### config.mk
export PLATFORM = sky130hd
export DESIGN_NAME = tdm_ring_dma
export DESIGN_NICKNAME = d
export VERILOG_FILES = /design/src/rtl/tdr_pkg.sv /design/src/rtl/tdr_ctrl_regs.sv /design/src/rtl/tdr_seq.sv /design/src/rtl/tdr_addr_mux.sv /design/src/rtl/tdm_ring_dma.sv
export SDC_FILE = /design/constraint.sdc
export NUM_CORES = 1
export LEC_CHECK = 0
export BUFFER_PORTS_ARGS = -buffer_cell sky130_fd_sc_hd__buf_2
export CORE_MARGIN = 2
export CORE_UTILIZATION = 48
export CTS_CLUSTER_SIZE = 28
export DETAILED_ROUTE_END_ITERATION = 10
export PLACE_DENSITY_LB_ADDON = 0.08
export SLEW_MARGIN = 30
export SYNTH_ARGS = -nofsm -noshare
export SYNTH_HDL_FRONTEND = slang
export SYNTH_SLANG_ARGS = --single-unit
### constraint.sdc
create_clock -name clk -period 5.11 [get_ports clk]
set_clock_uncertainty 0.1 [all_clocks]
set_input_delay 0.2555 -clock clk [delete_from_list [all_inputs] [get_ports clk]]
set_output_delay 0.2555 -clock clk [all_outputs]
set_load 0.05 [all_outputs]
### src/rtl/tdr_pkg.sv
package tdr_pkg;
    localparam int WORD_W  = 32;
    localparam int OWN_B   = 31;
    localparam int EOR_B   = 0;
    localparam int INTR_B  = 1;
    localparam int EN_B    = 2;
    localparam int RUN_B   = 3;
    localparam int EV_UNDER = 0;
    localparam int EV_DONE  = 1;
    localparam logic [WORD_W-1:0] CLKSEL_MASK = 32'h0000_3002;

    typedef enum logic [2:0] {
        S_IDLE, S_RD_CTL, S_RD_TXA, S_RD_RXA, S_RD_TX, S_WR_RX, S_WR_STAT, S_WR_CTL
    } seq_state_e;

    typedef struct packed {
        logic [31:0] base;
        logic [31:0] base_act;
        logic        en;
        logic        run;
        logic [2:0]  clk_sel;   // {bit13, bit12, bit1}
    } regs_t;
endpackage

### src/rtl/tdr_ctrl_regs.sv
module tdr_ctrl_regs import tdr_pkg::*; #(
    parameter int AW     = 32,
    parameter int REG_AW = 4
) (
    input  logic              clk,
    input  logic              rst_n,
    input  logic              reg_wr,
    input  logic [REG_AW-1:0] reg_addr,
    input  logic [WORD_W-1:0] reg_wdata,
    output logic [WORD_W-1:0] reg_rdata,
    input  logic              seq_underrun,
    input  logic              seq_halt,
    output logic              en,
    output logic              run,
    output logic              start,
    output logic [AW-1:0]     ring_base
);
    regs_t r_q, r_d;

    always_comb begin
        r_d   = r_q;
        start = 1'b0;
        if (reg_wr && reg_addr == REG_AW'(0))
            r_d.base = reg_wdata;
        if (reg_wr && reg_addr == REG_AW'(4)) begin
            if (!r_q.run)
                r_d.clk_sel = {reg_wdata[13], reg_wdata[12], reg_wdata[1]};
            r_d.en = reg_wdata[EN_B];
            if (reg_wdata[EN_B] && !r_q.en && !r_q.run) begin
                start      = 1'b1;
                r_d.run    = 1'b1;
                r_d.base_act = r_q.base;
            end
        end
        if (seq_halt)
            r_d.run = 1'b0;
        if (seq_underrun) begin
            r_d.en  = 1'b0;
            r_d.run = 1'b0;
        end
    end

    always_ff @(posedge clk or negedge rst_n) begin
        if (!rst_n) r_q <= '0;
        else        r_q <= r_d;
    end

    always_comb begin
        reg_rdata = '0;
        if (reg_addr == REG_AW'(0)) begin
            reg_rdata = r_q.base;
        end else if (reg_addr == REG_AW'(4)) begin
            reg_rdata[13]    = r_q.clk_sel[2];
            reg_rdata[12]    = r_q.clk_sel[1];
            reg_rdata[1]     = r_q.clk_sel[0];
            reg_rdata[EN_B]  = r_q.en;
            reg_rdata[RUN_B] = r_q.run;
        end
    end

    assign en        = r_q.en;
    assign run       = r_q.run;
    assign ring_base = r_q.base_act[AW-1:0];
endmodule

### src/rtl/tdr_seq.sv
module tdr_seq import tdr_pkg::*; #(
    parameter int AW          = 32,
    parameter int FRAME_WORDS = 4,
    parameter int IDX_W       = 8,
    parameter int TIME_W      = 32,
    localparam int CNT_W      = (FRAME_WORDS > 1) ? $clog2(FRAME_WORDS) : 1
) (
    input  logic              clk,
    input  logic              rst_n,
    input  logic              en,
    input  logic              run,
    input  logic              start,
    input  logic              frame_tick,
    input  logic              mem_ack,
    input  logic [WORD_W-1:0] mem_rdata,
    input  logic [WORD_W-1:0] tdm_rx_data,
    output seq_state_e        st,
    output logic [IDX_W-1:0]  idx,
    output logic [CNT_W-1:0]  cnt,
    output logic [WORD_W-1:0] ctl,
    output logic [AW-1:0]     txa,
    output logic [AW-1:0]     rxa,
    output logic [WORD_W-1:0] rxw,
    output logic [TIME_W-1:0] tmr,
    output logic [7:0]        retry,
    output logic              tx_valid,
    output logic [WORD_W-1:0] tx_data,
    output logic              rx_take,
    output logic [1:0]        ev,
    output logic              underrun,
    output logic              halt,
    output logic              mem_req
);
    localparam logic [CNT_W-1:0] LAST = CNT_W'(FRAME_WORDS - 1);

    typedef struct packed {
        seq_state_e        st;
        logic [IDX_W-1:0]  idx;
        logic [CNT_W-1:0]  cnt;
        logic [WORD_W-1:0] ctl;
        logic [AW-1:0]     txa;
        logic [AW-1:0]     rxa;
        logic [WORD_W-1:0] rxw;
        logic [TIME_W-1:0] tmr;
        logic [7:0]        retry;
        logic              tx_v;
        logic [WORD_W-1:0] tx_d;
        logic              rx_take;
        logic [1:0]        ev;
    } seq_t;

    seq_t s_q, s_d;
    logic timed;

    always_comb begin
        s_d          = s_q;
        s_d.tx_v     = 1'b0;
        s_d.rx_take  = 1'b0;
        s_d.ev       = '0;
        underrun     = 1'b0;
        mem_req      = (s_q.st != S_IDLE);
        halt         = (s_q.st == S_IDLE) && run && !en;
        timed        = (s_q.st == S_RD_CTL) || (s_q.st == S_RD_TXA) || (s_q.st == S_RD_RXA) ||
                       (s_q.st == S_RD_TX)  || (s_q.st == S_WR_RX);
        if (start)
            s_d.idx = '0;
        if (timed)
            s_d.tmr = s_q.tmr + 1'b1;
        if (mem_req && !mem_ack && s_q.st != S_WR_CTL && s_q.retry != 8'hFF)
            s_d.retry = s_q.retry + 1'b1;
        case (s_q.st)
            S_IDLE: if (run && en && frame_tick) begin
                s_d.st    = S_RD_CTL;
                s_d.tmr   = '0;
                s_d.retry = '0;
            end
            S_RD_CTL: if (mem_ack) begin
                s_d.ctl = mem_rdata;
                if (mem_rdata[OWN_B]) begin
                    s_d.st = S_RD_TXA;
                end else begin
                    s_d.st           = S_IDLE;
                    s_d.idx          = '0;
                    s_d.ev[EV_UNDER] = 1'b1;
                    underrun         = 1'b1;
                end
            end
            S_RD_TXA: if (mem_ack) begin
                s_d.txa = mem_rdata[AW-1:0];
                s_d.st  = S_RD_RXA;
            end
            S_RD_RXA: if (mem_ack) begin
                s_d.rxa = mem_rdata[AW-1:0];
                s_d.cnt = '0;
                s_d.st  = S_RD_TX;
            end
            S_RD_TX: if (mem_ack) begin
                s_d.tx_v = 1'b1;
                s_d.tx_d = mem_rdata;
                if (s_q.cnt == LAST) begin
                    s_d.cnt     = '0;
                    s_d.st      = S_WR_RX;
                    s_d.rxw     = tdm_rx_data;
                    s_d.rx_take = 1'b1;
                end else begin
                    s_d.cnt = s_q.cnt + 1'b1;
                end
            end
            S_WR_RX: if (mem_ack) begin
                if (s_q.cnt == LAST) begin
                    s_d.st = S_WR_STAT;
                end else begin
                    s_d.cnt     = s_q.cnt + 1'b1;
                    s_d.rxw     = tdm_rx_data;
                    s_d.rx_take = 1'b1;
                end
            end
            S_WR_STAT: if (mem_ack) s_d.st = S_WR_CTL;
            S_WR_CTL: if (mem_ack) begin
                s_d.st          = S_IDLE;
                s_d.ev[EV_DONE] = s_q.ctl[INTR_B];
                s_d.idx         = s_q.ctl[EOR_B] ? '0 : s_q.idx + 1'b1;
            end
            default: s_d.st = S_IDLE;
        endcase
    end

    always_ff @(posedge clk or negedge rst_n) begin
        if (!rst_n) s_q <= '0;
        else        s_q <= s_d;
    end

    assign st       = s_q.st;
    assign idx      = s_q.idx;
    assign cnt      = s_q.cnt;
    assign ctl      = s_q.ctl;
    assign txa      = s_q.txa;
    assign rxa      = s_q.rxa;
    assign rxw      = s_q.rxw;
    assign tmr      = s_q.tmr;
    assign retry    = s_q.retry;
    assign tx_valid = s_q.tx_v;
    assign tx_data  = s_q.tx_d;
    assign rx_take  = s_q.rx_take;
    assign ev       = s_q.ev;
endmodule

### src/rtl/tdr_addr_mux.sv
module tdr_addr_mux import tdr_pkg::*; #(
    parameter int AW     = 32,
    parameter int IDX_W  = 8,
    parameter int CNT_W  = 2,
    parameter int TIME_W = 32
) (
    input  seq_state_e        st,
    input  logic [AW-1:0]     ring_base,
    input  logic [IDX_W-1:0]  idx,
    input  logic [CNT_W-1:0]  cnt,
    input  logic [AW-1:0]     txa,
    input  logic [AW-1:0]     rxa,
    input  logic [WORD_W-1:0] rxw,
    input  logic [TIME_W-1:0] tmr,
    input  logic [WORD_W-1:0] ctl,
    input  logic [7:0]        retry,
    output logic [AW-1:0]     mem_addr,
    output logic              mem_we,
    output logic [WORD_W-1:0] mem_wdata
);
    logic [AW-1:0] desc;
    logic [AW-1:0] woff;

    always_comb begin
        desc      = ring_base + (AW'(idx) << 4);
        woff      = AW'(cnt) << 2;
        mem_addr  = '0;
        mem_we    = 1'b0;
        mem_wdata = '0;
        case (st)
            S_RD_CTL:  mem_addr = desc + AW'(12);
            S_RD_TXA:  mem_addr = desc + AW'(4);
            S_RD_RXA:  mem_addr = desc + AW'(8);
            S_RD_TX:   mem_addr = txa + woff;
            S_WR_RX: begin
                mem_addr  = rxa + woff;
                mem_we    = 1'b1;
                mem_wdata = rxw;
            end
            S_WR_STAT: begin
                mem_addr  = desc;
                mem_we    = 1'b1;
                mem_wdata = WORD_W'(tmr);
            end
            S_WR_CTL: begin
                mem_addr  = desc + AW'(12);
                mem_we    = 1'b1;
                mem_wdata = {1'b0, ctl[30:16], retry, ctl[7:0]};
            end
            default: ;
        endcase
    end
endmodule

### src/rtl/tdm_ring_dma.sv
module tdm_ring_dma import tdr_pkg::*; #(
    parameter int AW          = 32,
    parameter int REG_AW      = 4,
    parameter int FRAME_WORDS = 4,
    parameter int IDX_W       = 8,
    parameter int TIME_W      = 32,
    localparam int CNT_W      = (FRAME_WORDS > 1) ? $clog2(FRAME_WORDS) : 1
) (
    input  logic              clk,
    input  logic              rst_n,
    input  logic              reg_wr,
    input  logic [REG_AW-1:0] reg_addr,
    input  logic [31:0]       reg_wdata,
    output logic [31:0]       reg_rdata,
    input  logic              frame_tick,
    output logic              mem_req,
    output logic              mem_we,
    output logic [AW-1:0]     mem_addr,
    output logic [31:0]       mem_wdata,
    input  logic [31:0]       mem_rdata,
    input  logic              mem_ack,
    output logic              tdm_tx_valid,
    output logic [31:0]       tdm_tx_data,
    input  logic [31:0]       tdm_rx_data,
    output logic              tdm_rx_take,
    output logic [1:0]        irq_event
);
    logic              ctl_en, ctl_run, ctl_start, seq_underrun, seq_halt;
    logic [AW-1:0]     ring_base, txa, rxa;
    seq_state_e        st;
    logic [IDX_W-1:0]  idx;
    logic [CNT_W-1:0]  cnt;
    logic [WORD_W-1:0] ctl, rxw;
    logic [TIME_W-1:0] tmr;
    logic [7:0]        retry;

    tdr_ctrl_regs #(.AW(AW), .REG_AW(REG_AW)) u_regs (
        .clk(clk), .rst_n(rst_n), .reg_wr(reg_wr), .reg_addr(reg_addr),
        .reg_wdata(reg_wdata), .reg_rdata(reg_rdata),
        .seq_underrun(seq_underrun), .seq_halt(seq_halt),
        .en(ctl_en), .run(ctl_run), .start(ctl_start), .ring_base(ring_base)
    );

    tdr_seq #(.AW(AW), .FRAME_WORDS(FRAME_WORDS), .IDX_W(IDX_W), .TIME_W(TIME_W)) u_seq (
        .clk(clk), .rst_n(rst_n), .en(ctl_en), .run(ctl_run), .start(ctl_start),
        .frame_tick(frame_tick), .mem_ack(mem_ack), .mem_rdata(mem_rdata),
        .tdm_rx_data(tdm_rx_data), .st(st), .idx(idx), .cnt(cnt), .ctl(ctl),
        .txa(txa), .rxa(rxa), .rxw(rxw), .tmr(tmr), .retry(retry),
        .tx_valid(tdm_tx_valid), .tx_data(tdm_tx_data), .rx_take(tdm_rx_take),
        .ev(irq_event), .underrun(seq_underrun), .halt(seq_halt), .mem_req(mem_req)
    );

    tdr_addr_mux #(.AW(AW), .IDX_W(IDX_W), .CNT_W(CNT_W), .TIME_W(TIME_W)) u_mux (
        .st(st), .ring_base(ring_base), .idx(idx), .cnt(cnt), .txa(txa), .rxa(rxa),
        .rxw(rxw), .tmr(tmr), .ctl(ctl), .retry(retry),
        .mem_addr(mem_addr), .mem_we(mem_we), .mem_wdata(mem_wdata)
    );
endmodule

==> impl_metrics.env <==
export IMPL_run_status="complete, no violations"
export IMPL_netlist_cell_type_count=83
export IMPL_place_port_buffers=238
export IMPL_numCtsBuffers=30
export IMPL_fin_crit_sh=0.9623
export IMPL_synth_cells=1616
export IMPL_crit_type="register to output port"
export IMPL_grt_antenna_before_repair=0
export IMPL_pre_cts_ws_ns=0.5590
export IMPL_drc=0
export IMPL_cts_tree="done"
export IMPL_final_util=0.6100
export IMPL_dieArea_sq_um=34730
export IMPL_mostFrequentLayoutCells="276 x dfrtp_1, 233 x buf_2, 191 x mux2_2"
export IMPL_max_clock_path_buffers=3
export IMPL_crit_required_ns=4.75
export IMPL_crit_arrival_ns=4.56
export IMPL_dieWidth_microns=186.4
export IMPL_postRouteAntennaNets=0
export IMPL_drt_wirelength_per_cell_microns=19.59
export IMPL_grt_pass1_wl_microns=75040
export IMPL_gp_congestion=0.9036
export IMPL_yosys_warnings=0
export IMPL_drt_first_pass_iters=5
export IMPL_max_slew_margin=0.4319
export IMPL_finalHoldViolations=0
export IMPL_htreeDepth=1
export IMPL_synth_top_cell_area_share=0.4343
export IMPL_grt_pass1_vias=13631
export IMPL_numClockSinks=277
export IMPL_start_util=0.4893
export IMPL_syn_num_nets=1740
export IMPL_cp_common_cell="buf_4"
export IMPL_startpoint_type="register"
export IMPL_synth_area_per_cell_sq_um=9.877
export IMPL_wl_microns=47010
export IMPL_worst_pin_slew_ns=0.8463
export IMPL_clock_latency_ns=0.56
export IMPL_dp_hpwl_microns=33180
export IMPL_ys_flop_type="dfrtp_1"
export IMPL_crit_chain="ha_1 > fa_1 > a211oi_2 > o31a_1 > buf_4 > mux2i_1 > a211oi_1 > buf_4 > or4_1 > nor4_2 > xnor2_1 > a221o_1 > buf_2"
export IMPL_synth_edf_count=0
export IMPL_vias_per_cell=5.700
export IMPL_drt_iter0_drc=970
export IMPL_setup_viol=0
export IMPL_use_met3=0.03028
export IMPL_busiest_layer="met2"
export IMPL_dp_cells=2242
export IMPL_track_usage=0.2671
export IMPL_synth_largest_area_cell="dfrtp_1"
export IMPL_cts_root_buf="clkbuf_16"
export IMPL_ir_drop_uv=442.7
export IMPL_end_kind="output port"
export IMPL_grt_ovfl_total=0
export IMPL_nets=2060
export IMPL_clk_pin_slew_worst_paths_ns=0.06
export IMPL_use_met1=0.3791
export IMPL_area_growth_pct=24.65
export IMPL_antennaDiodeCount=0
export IMPL_min_path_type="input pin to register"
export IMPL_powerDensity_nw_per_um2=588.1
export IMPL_fin_cells=2399
export IMPL_num_rows=66
export IMPL_slew_violations=0
export IMPL_synth_area_sq_um=15960
export IMPL_core_area_sq_um=32620
export IMPL_slowest_stage="or4_1"
export IMPL_dpl_cell_area_sq_um=17760
export IMPL_globalRouteMet2Util=0.4338
export IMPL_ys_seq_area_frac=0.4343
export IMPL_grt_max_degree=131
export IMPL_max_stage_delay_ns=0.62
export IMPL_crit_fanout=13
export IMPL_worst_path_dominant_cell_family="simple AND/OR/NAND/NOR gates"
export IMPL_finalPower_uw=11700
export IMPL_power_leakage_uw=0.008962
export IMPL_fin_area_sq_um=19900
export IMPL_die_y_microns=186.4
export IMPL_fin_crit_ns=4.917
export IMPL_layout_commonest_cell="dfrtp_1"
export IMPL_critPathBufInv=3
export IMPL_io_pins=239
export IMPL_drv_cap=0
export IMPL_setup_ws_ns=0.1929
export IMPL_layout_drive_gt1_share=0.2826
export IMPL_synth_seq_cells=277
export IMPL_synthArstFlopShare=1.000
export IMPL_vias=13675
export IMPL_yosys_top_cells_area="dfrtp_1 43%, mux2_2 13%, nand2_1 4.4%, mux2i_1 4.3%, nor2_1 3.9%"
export IMPL_fmax_ghz=0.2034
export IMPL_fillers=2836
final cells by class:
cell class / count / area [sq um] / area share
inverter: 13 / 48.80 / 0.002453
sequential: 277 / 6935 / 0.3486
clock buffer: 41 / 863.3 / 0.04339
clock inverter: 12 / 191.4 / 0.009621
timing repair buffer: 378 / 2596 / 0.1305
multi-input combinational: 1236 / 8708 / 0.4377
tap: 442 / 553.0 / 0.02780
synthesized netlist by cell type (all sizes together), types with 6 or more instances:
library cell    n
a22oi          10
nand4          19
and2           33
xnor2          53
o22ai          13
inv            10
a31oi           7
a211oi         16
buf            22
o31ai           6
maj3            6
nor4           23
mux2i          69
nor3           37
and4            9
nand2         187
o21a            7
ha             16
or3            11
nor3b           8
and3           14
nand3          41
nor2b           6
dfrtp         277
a21o            9
o21ai          58
mux2          191
a22o           13
nand3b          7
xor2           49
a21oi          74
clkbuf         68
nor2          165
worst min-delay path, stage by stage:
cell and delay, ns:
buf_2 0.10, nor4b_1 0.05, buf_4 0.15, nand3_1 0.09, a21oi_1 0.06
final timing paths:
kind                           startpoint              endpoint  slack, ns  cells past startpoint
min reg2reg                u_regs.r_q[54]  u_regs.ring_base[17]       0.38                      2
min                           reg_addr[3]             u_regs.en       0.09                      5
min in group asynchronous           rst_n        u_regs.r_q[44]       0.18                      2
max in group asynchronous           rst_n     u_seq.tx_data[18]       3.45                      3
max                          u_seq.idx[0]          mem_addr[31]       0.19                     13
max reg2reg                   u_seq.st[0]         u_seq.tmr[29]       0.94                     11
stage by stage:
step / hold WS (ns) / setup TNS [ns]
detailed placement: 0.2158 / 0
floorplan: -0.1401 / 0
finish: 0.08962 / 0
CTS: 0.006883 / 0
global placement: 0.2116 / 0
global route: 0.06935 / -0.04241
cell families after synthesis:
| family | after synthesis | synth area share |
|---|---|---|
| buffers and inverters | 103 | 0.02548 |
| AOI/OAI and AO/OA | 263 | 0.1092 |
| DFF | 277 | 0.4343 |
| xor gates and xnor gates | 102 | 0.05691 |
| adders and majority gates | 25 | 0.02007 |
| muxes | 260 | 0.1780 |
| and+or+nand+nor | 586 | 0.1761 |
flip-flops by register name, indices dropped and copies added (netlist names), 23 cells and up:
register	flops
u_regs.r_q	35
u_regs.ring_base	32
u_seq.ctl	23
u_seq.rxa	32
u_seq.rxw	32
u_seq.tmr	32
u_seq.tx_data	32
u_seq.txa	32
where the power goes:
group	internal, uW	switching (uW)
logic	2030	3730
clock network	1420	897
registers	3010	618
per-layer routing:
| metal | vias to the layer above | wire [microns] |
|---|---|---|
| met4 | 0 | 1341 |
| met1 | 6807 | 21640 |
| li1 | 6427 | - |
| met2 | 366 | 21780 |
| met5 | - | 0 |
| met3 | 75 | 2251 |
what timing repair did:
| item | in CTS | in global routing |
|---|---|---|
| gates resized for setup | 1 | 12 |
| setup buffers | 0 | 5 |
| pin swaps | 0 | 3 |
| hold buffers | 98 | 1 |
| setup endpoints to repair | 2 | 18 |
| hold endpoints to repair | 271 | 1 |
(Power assumes the default switching activity.)
